**config.mk**
```make
export PLATFORM = sky130hd
export DESIGN_NAME = a429_tx_queue
export DESIGN_NICKNAME = d
export VERILOG_FILES = /design/src/rtl/a429_tx_pkg.sv /design/src/rtl/a429_loader.sv /design/src/rtl/a429_word_fifo.sv /design/src/rtl/a429_rate_gen.sv /design/src/rtl/a429_serializer.sv /design/src/rtl/a429_tx_queue.sv
export SDC_FILE = /design/constraint.sdc
export NUM_CORES = 1
export LEC_CHECK = 0
export BUFFER_PORTS_ARGS = -buffer_cell sky130_fd_sc_hd__buf_2
export CORE_MARGIN = 1.5
export CORE_UTILIZATION = 65
export CTS_BUF_LIST = sky130_fd_sc_hd__clkbuf_4
export CTS_CLUSTER_SIZE = 10
export DETAILED_ROUTE_END_ITERATION = 10
export GPL_TIMING_DRIVEN = 1
export HOLD_SLACK_MARGIN = 0.1
export PLACE_DENSITY = 0.8
export SLEW_MARGIN = 10
export SYNTH_ARGS = -nofsm -noshare
export SYNTH_HDL_FRONTEND = slang
export SYNTH_SLANG_ARGS = --single-unit
```
**constraint.sdc**
```tcl
create_clock -name clk -period 8.35 [get_ports clk]
set_input_delay 1.67 -clock clk [delete_from_list [all_inputs] [get_ports clk]]
set_output_delay 1.67 -clock clk [all_outputs]
set_load 0.02 [all_outputs]
```
**src/rtl/a429_tx_pkg.sv**
```systemverilog
package a429_tx_pkg;
    typedef enum logic [2:0] {
        S_IDLE,
        S_SYNC,
        S_MARK,
        S_SPACE,
        S_GAP
    } ser_state_t;

    localparam int ARINC_DATA_BITS = 31;
    localparam int HOST_W          = 16;
endpackage

```
**src/rtl/a429_loader.sv**
```systemverilog
module a429_loader #(
    parameter int DATA_W = 31,
    parameter int BUS_W  = 16
) (
    input  logic              clk,
    input  logic              rst_n,
    input  logic [BUS_W-1:0]  bus,
    input  logic              load_first,
    input  logic              load_second,
    input  logic              full,
    output logic              push,
    output logic              pending,
    output logic [DATA_W-1:0] word
);
    logic [BUS_W-1:0] first_q;

    always_ff @(posedge clk or negedge rst_n) begin
        if (!rst_n) begin
            first_q <= '0;
            pending <= 1'b0;
        end else if (load_first) begin
            first_q <= bus;
            pending <= 1'b1;
        end else if (load_second) begin
            pending <= 1'b0;
        end
    end

    assign push = load_second && !load_first && pending && !full;

    // word[k] holds ARINC bit k+1
    always_comb begin
        word = '0;
        for (int k = 0; k < 8; k++)   word[k] = first_q[7-k];
        for (int k = 8; k < 13; k++)  word[k] = first_q[23-k];
        for (int k = 13; k < 29; k++) word[k] = bus[k-13];
        word[29] = first_q[9];
        word[30] = first_q[10];
    end
endmodule

```
**src/rtl/a429_word_fifo.sv**
```systemverilog
module a429_word_fifo #(
    parameter int W     = 31,
    parameter int DEPTH = 8
) (
    input  logic                       clk,
    input  logic                       rst_n,
    input  logic                       push,
    input  logic [W-1:0]               wr_data,
    input  logic                       pop,
    output logic [W-1:0]               rd_data,
    output logic                       full,
    output logic                       empty,
    output logic [$clog2(DEPTH):0]     count
);
    localparam int AW = (DEPTH > 1) ? $clog2(DEPTH) : 1;
    localparam int CW = $clog2(DEPTH) + 1;

    logic [W-1:0]  mem [DEPTH];
    logic [AW-1:0] wr_ptr, rd_ptr;
    logic          do_push, do_pop;

    assign full    = (count == CW'(DEPTH));
    assign empty   = (count == '0);
    assign do_push = push && !full;
    assign do_pop  = pop && !empty;
    assign rd_data = mem[rd_ptr];

    function automatic logic [AW-1:0] bump(input logic [AW-1:0] p);
        return (p == AW'(DEPTH-1)) ? '0 : p + 1'b1;
    endfunction

    always_ff @(posedge clk or negedge rst_n) begin
        if (!rst_n) begin
            wr_ptr <= '0;
            rd_ptr <= '0;
            count  <= '0;
        end else begin
            if (do_push) wr_ptr <= bump(wr_ptr);
            if (do_pop)  rd_ptr <= bump(rd_ptr);
            if (do_push && !do_pop)      count <= count + 1'b1;
            else if (do_pop && !do_push) count <= count - 1'b1;
        end
    end

    always_ff @(posedge clk) begin
        if (do_push) mem[wr_ptr] <= wr_data;
    end
endmodule

```
**src/rtl/a429_rate_gen.sv**
```systemverilog
module a429_rate_gen #(
    parameter int HS_DIV = 10,
    parameter int LS_DIV = 80
) (
    input  logic clk,
    input  logic rst_n,
    input  logic slow,
    input  logic hold,
    output logic half_tick,
    output logic data_clk
);
    localparam int HS_HALF = HS_DIV / 2;
    localparam int LS_HALF = LS_DIV / 2;
    localparam int CW      = $clog2(LS_HALF + 1);

    logic [CW-1:0] cnt;
    logic [CW-1:0] limit;

    assign limit     = slow ? CW'(LS_HALF - 1) : CW'(HS_HALF - 1);
    assign half_tick = !hold && (cnt == limit);

    always_ff @(posedge clk or negedge rst_n) begin
        if (!rst_n) begin
            cnt      <= '0;
            data_clk <= 1'b0;
        end else if (hold) begin
            cnt      <= '0;
            data_clk <= 1'b0;
        end else if (half_tick) begin
            cnt      <= '0;
            data_clk <= ~data_clk;
        end else begin
            cnt <= cnt + 1'b1;
        end
    end
endmodule

```
**src/rtl/a429_serializer.sv**
```systemverilog
module a429_serializer
    import a429_tx_pkg::*;
#(
    parameter int W           = 31,
    parameter int GAP_HALVES  = 8
) (
    input  logic         clk,
    input  logic         rst_n,
    input  logic         enable,
    input  logic         even_par,
    input  logic         half_tick,
    input  logic         empty,
    input  logic [W-1:0] head,
    output logic         pop,
    output logic         hold,
    output logic         at_rest,
    output logic         line_one,
    output logic         line_zero
);
    localparam int BW = $clog2(W + 1);
    localparam int GW = (GAP_HALVES > 1) ? $clog2(GAP_HALVES) : 1;

    ser_state_t    state, next;
    logic [W:0]    shreg;
    logic [BW-1:0] bitcnt;
    logic [GW-1:0] gapcnt;
    logic          start, last_bit, gap_done, par_bit;

    assign start    = enable && !empty;
    assign last_bit = (bitcnt == BW'(W));
    assign gap_done = (gapcnt == GW'(GAP_HALVES - 1));
    assign par_bit  = even_par ? (^head) : ~(^head);

    always_comb begin
        next = state;
        pop  = 1'b0;
        unique case (state)
            S_IDLE:  if (start) begin
                         next = S_SYNC;
                         pop  = 1'b1;
                     end
            S_SYNC:  if (half_tick) next = S_MARK;
            S_MARK:  if (half_tick) next = S_SPACE;
            S_SPACE: if (half_tick) next = last_bit ? S_GAP : S_MARK;
            S_GAP:   if (half_tick && gap_done) begin
                         next = start ? S_MARK : S_IDLE;
                         pop  = start;
                     end
            default: next = S_IDLE;
        endcase
    end

    always_ff @(posedge clk or negedge rst_n) begin
        if (!rst_n) state <= S_IDLE;
        else        state <= next;
    end

    always_ff @(posedge clk or negedge rst_n) begin
        if (!rst_n) begin
            shreg  <= '0;
            bitcnt <= '0;
            gapcnt <= '0;
        end else if (pop) begin
            shreg  <= {par_bit, head};
            bitcnt <= '0;
        end else if (half_tick && state == S_SPACE) begin
            if (last_bit) begin
                gapcnt <= '0;
            end else begin
                shreg  <= shreg >> 1;
                bitcnt <= bitcnt + 1'b1;
            end
        end else if (half_tick && state == S_GAP) begin
            gapcnt <= gapcnt + 1'b1;
        end
    end

    always_comb begin
        hold      = (state == S_IDLE);
        at_rest   = (state == S_IDLE) || (state == S_GAP);
        line_one  = (state == S_MARK) && shreg[0];
        line_zero = (state == S_MARK) && !shreg[0];
    end
endmodule

```
**src/rtl/a429_tx_queue.sv**
```systemverilog
module a429_tx_queue
    import a429_tx_pkg::*;
#(
    parameter int DEPTH    = 8,
    parameter int HS_DIV   = 10,
    parameter int LS_DIV   = 80,
    parameter int GAP_BITS = 4
) (
    input  logic        clk,
    input  logic        rst_n,
    input  logic [15:0] host_bus,
    input  logic        load_first,
    input  logic        load_second,
    input  logic        cfg_even_parity,
    input  logic        cfg_low_speed,
    input  logic        tx_enable,
    output logic        tx_ready,
    output logic        line_one,
    output logic        line_zero,
    output logic        data_clk
);
    localparam int W  = ARINC_DATA_BITS;
    localparam int CW = $clog2(DEPTH) + 1;

    logic [W-1:0]  new_word, head_word;
    logic          q_push, q_pop, q_full, q_empty, half_pending;
    logic [CW-1:0] q_count;
    logic          half_tick, ser_hold, ser_rest;

    a429_loader #(.DATA_W(W), .BUS_W(HOST_W)) u_load (
        .clk(clk), .rst_n(rst_n), .bus(host_bus),
        .load_first(load_first), .load_second(load_second),
        .full(q_full), .push(q_push), .pending(half_pending), .word(new_word)
    );

    a429_word_fifo #(.W(W), .DEPTH(DEPTH)) u_fifo (
        .clk(clk), .rst_n(rst_n), .push(q_push), .wr_data(new_word),
        .pop(q_pop), .rd_data(head_word), .full(q_full), .empty(q_empty),
        .count(q_count)
    );

    a429_rate_gen #(.HS_DIV(HS_DIV), .LS_DIV(LS_DIV)) u_rate (
        .clk(clk), .rst_n(rst_n), .slow(cfg_low_speed), .hold(ser_hold),
        .half_tick(half_tick), .data_clk(data_clk)
    );

    a429_serializer #(.W(W), .GAP_HALVES(2 * GAP_BITS)) u_ser (
        .clk(clk), .rst_n(rst_n), .enable(tx_enable), .even_par(cfg_even_parity),
        .half_tick(half_tick), .empty(q_empty), .head(head_word),
        .pop(q_pop), .hold(ser_hold), .at_rest(ser_rest),
        .line_one(line_one), .line_zero(line_zero)
    );

    assign tx_ready = q_empty && ser_rest;
endmodule

```
==> results.rst <==
.. list-table::
   :header-rows: 1

   * - Metric
     - Value
   * - Part of the power in the clock network
     - approximately 26%
   * - Clock edge transition at the registers on the reported setup and hold paths
     - 0.07 ns
   * - Final net count
     - between 900 and 1,000
   * - Max-cap check violation count
     - 0
   * - RSZ-0062 raised after global routing
     - false
   * - First-pass GRT wire length
     - 42,000 microns
   * - CTS tree
     - built
   * - Number of DRC violations after detailed-routing iteration 0
     - 645
   * - Total Routing Usage GR
     - 26.4%
   * - Worst path bufs/invs
     - 3
   * - Worst voltage drop across the vdd grid
     - 0.439 mV
   * - Worst reg2reg path startpoint
     - u_rate.cnt[5]
   * - Number of global-route vias before repair
     - 7,623
   * - Pin count of the biggest net entering global routing
     - slightly below 80
   * - Final weighted congestion in routability-driven placement
     - between 0.8 and 0.9
   * - Cell family contributing the most delay on the critical path
     - simple AND/OR/NAND/NOR gates
   * - NetSw
     - 1750 uW
   * - Post-synth EDFFs
     - about 250
   * - Final Non-Filler Cells
     - 1,201
   * - Worst slack at placement
     - ~2.6 ns
   * - Clock latency on the worst-skew pair
     - 0.68 ns
   * - R2r setup slk
     - 3.87 ns
   * - TritonRoute pass-1 iters
     - 5
   * - Headroom to the max-slew limit
     - 20.5%
   * - Setup CP Type
     - in -> reg
   * - Period utilization
     - about three fifths
   * - Worst r2r path cells
     - 15
   * - Accumulated negative setup slack
     - 0 ns
   * - Layout cells sized above 1
     - 26.1%
   * - H-tree depth reported by CTS
     - 3
   * - Start point of the critical path
     - cfg_low_speed
   * - Area of the mapped netlist
     - 13,200 sq um
   * - Async set-or-reset flop fraction in the synthesized netlist
     - between 20% and 30%
   * - Leading cell type in the layout, fill and taps excluded
     - sky130_fd_sc_hd__edfxtp_1
   * - Power Density
     - 362 nW/um^2
   * - Final worst clock skew
     - 0.0293 ns
   * - Arrival time worst endpoint
     - about 5.7 ns
   * - Element type at the critical path end
     - flop
   * - DRC violation count after routing
     - 0
   * - Die X
     - ~150 microns
   * - Utilization after layout
     - 74.6%
   * - Sequential-to-total area share from yosys stat
     - 70.9%
   * - Minimum setup slack in the final design
     - around 3.2 ns
   * - Netlist cell types
     - 44
   * - Antenna violations before repair
     - 1
   * - Remaining number of nets flagged by the antenna check after routing
     - 0
   * - Classification of the worst-slack hold path
     - reg -> reg
   * - Placed wire-length estimate
     - 14,300 microns
   * - Vias/cell
     - 6.08
   * - Number of buffers between clock root and the deepest sink
     - 3
   * - Number of nets produced by synthesis
     - 828
   * - Tightest hold margin
     - 0.488 ns
   * - Endpoints failing setup
     - 0
   * - Root Buffer
     - sky130_fd_sc_hd__clkbuf_4
   * - Dominant register cell in the synthesized netlist
     - sky130_fd_sc_hd__edfxtp_1
   * - Initial Utilization
     - between 60 and 70%
   * - Area Overhead vs Synth
     - 11.3%
   * - Final-report max-slew violation count
     - 0
   * - CTS hold repair buffers
     - 0
   * - Port-buffer cells
     - 26
   * - Gate power share
     - 33.9%
   * - Die outline area
     - ~21,000 sq um
   * - Number of placed instances with taps included
     - 1,054
   * - Capturing instance or port of the critical path
     - u_fifo.count[3]
   * - Number of standard-cell rows in the floorplan
     - 51
   * - Slew of the pin with the lowest slew margin
     - approximately 1.2 ns
   * - Post-synthesis register bit count
     - between 300 and 400
   * - Cells traversed along the worst timing path
     - buf_2, nor4_1, a31oi_1, nor4b_2, nand2_1, nand2_1, and3_2, clkinv_1, ha_1, inv_1, ha_1, a21o_1, a21oi_1, xnor2_1, nor2_1, xor2_1
   * - Total gr overflow
     - 0
   * - Critical path's largest stage delay
     - about 0.96 ns
   * - Number of endpoints with negative hold slack in the final report
     - 0
   * - Status
     - finished, final reports clean
   * - CTS resizes
     - 0
   * - Cell count after synthesis
     - 792
   * - Routed via count
     - 7,297
   * - Buffer count from post-CTS setup fixing
     - 0
   * - Cell depth of the worst setup path
     - 16
   * - Min cycle time layout
     - 5.15 ns
   * - Leak pwr
     - 0.00521 uW
   * - Required time of the worst setup path
     - 8.90 ns
   * - Switching fraction of total power
     - 32.9%
   * - Highest-count cells in the layout ignoring fill and taps
     - 248 x sky130_fd_sc_hd__edfxtp_1, 117 x sky130_fd_sc_hd__clkbuf_4, 75 x sky130_fd_sc_hd__dfrtp_1
   * - Kind of launch point of the worst setup path
     - input port
   * - Core region area
     - 19,700 sq um
   * - Yosys synthesis warning count
     - 0
   * - Die height
     - 145 microns
   * - Top-level I/O count
     - 27
   * - Syn avg cell area
     - 16.6 sq um
   * - Highest clock rate
     - 0.194 GHz
   * - Largest fanout of any net on the critical path
     - just under 70
   * - Routed wire length
     - roughly 27,000 microns
   * - Total clock buffers created by CTS
     - 80
   * - Detailed-route wire length per cell
     - 22.3 microns
   * - End of the worst register-to-register path
     - u_fifo.count[3]
   * - Proportion of power drawn by flip-flops and latches
     - about two fifths
   * - Slowest library cell on the worst path
     - sky130_fd_sc_hd__and3_2
   * - Number of sinks driven by the clock tree
     - 324
   * - Internal cell power
     - around 3600 uW
==> how the worst min path moves through the flow <==
stage,start,end,slack (ns),depth (start not counted)
after floorplan,u_rate.cnt[0],u_rate.cnt[0],0.45,1
after global placement,u_load.pending,u_load.pending,0.46,1
after detailed placement,u_load.pending,u_load.pending,0.48,1
after CTS,u_load.pending,u_load.pending,0.49,1
after global routing,u_fifo.count[3],u_fifo.count[3],0.51,1
final,u_load.pending,u_load.pending,0.49,1
==> per-stage QoR <==
stage / instance area [sq um] / power (uW)
floorplan: 13200 / 3570
global placement: 13600 / 3880
detailed placement: 13600 / 3960
CTS: 14700 / 5350
global route: 14700 / 5590
finish: 14700 / 5310
==> flip-flops by register name, summed over array words and instances (netlist names) <==
signal / cells
u_rate.cnt: 6
u_rate.data_clk: 1
u_fifo.rd_ptr: 3
u_ser.shreg: 32
u_ser.gapcnt: 3
u_load.first_q: 15
u_fifo.wr_ptr: 3
u_ser.state: 3
u_load.pending: 1
u_ser.bitcnt: 5
u_fifo.mem: 248
u_fifo.count: 4
==> area by class of cell <==
class | count | area, sq um
clock inverters | 29 | 220
flip-flops and latches | 324 | 9350
well taps | 265 | 332
clock buffers | 117 | 878
multi-input cells | 418 | 3630
diodes | 1 | 2.50
inverters | 8 | 30.0
repair buffers | 39 | 230
fillers | 1214 | 4980
==> layer usage <==
layer,part of all wire (%),global-route usage [%]
met4,2.6,12.7
met3,6.0,5.08
met5,0,0
met1,41,34.5
met2,51,43.2
==> synthesized netlist by cell type, types with 6 or more instances <==
cell type / instances / share of area (%)
sky130_fd_sc_hd__a211oi_1: 31 / 1.8
sky130_fd_sc_hd__clkbuf_1: 23 / 0.65
sky130_fd_sc_hd__nor2b_1: 29 / 1.4
sky130_fd_sc_hd__edfxtp_1: 248 / 56
sky130_fd_sc_hd__o22ai_1: 32 / 1.5
sky130_fd_sc_hd__ha_1: 12 / 1.1
sky130_fd_sc_hd__xor2_1: 10 / 0.66
sky130_fd_sc_hd__inv_1: 7 / 0.20
sky130_fd_sc_hd__o21ai_0: 8 / 0.30
sky130_fd_sc_hd__nor2_1: 25 / 0.71
sky130_fd_sc_hd__dfrtp_1: 76 / 14
sky130_fd_sc_hd__nand2_1: 22 / 0.63
sky130_fd_sc_hd__mux4_2: 30 / 5.1
sky130_fd_sc_hd__xnor2_1: 32 / 2.1
sky130_fd_sc_hd__mux2_2: 19 / 1.6
sky130_fd_sc_hd__buf_4: 6 / 0.34
sky130_fd_sc_hd__a21oi_2: 14 / 0.93
sky130_fd_sc_hd__a21oi_1: 49 / 1.9
sky130_fd_sc_hd__mux2i_1: 65 / 4.9
sky130_fd_sc_hd__nor3_1: 6 / 0.23
==> power by group through the flow <==
stage                     Sequential, uW  Clock, uW  Combinational [uW]
final                               2140       1370                1800
after global routing                2160       1480                1950
after CTS                           2140       1400                1810
after detailed placement            2170          0                1790
after global placement              2150          0                1740
after floorplan                     2070          0                1500
==> cells by family after synthesis <==
family,Yosys count,share of synthesized area [%]
and+or+nand+nor,104,4.09
xor gates and xnor gates,43,2.91
AOI/OAI and AO/OA,143,6.88
adders and majority gates,13,1.29
buffers and inverters,50,2.05
muxes,115,11.9
DFF,324,70.9
No activity file was read; power rests on OpenSTA's default activity.
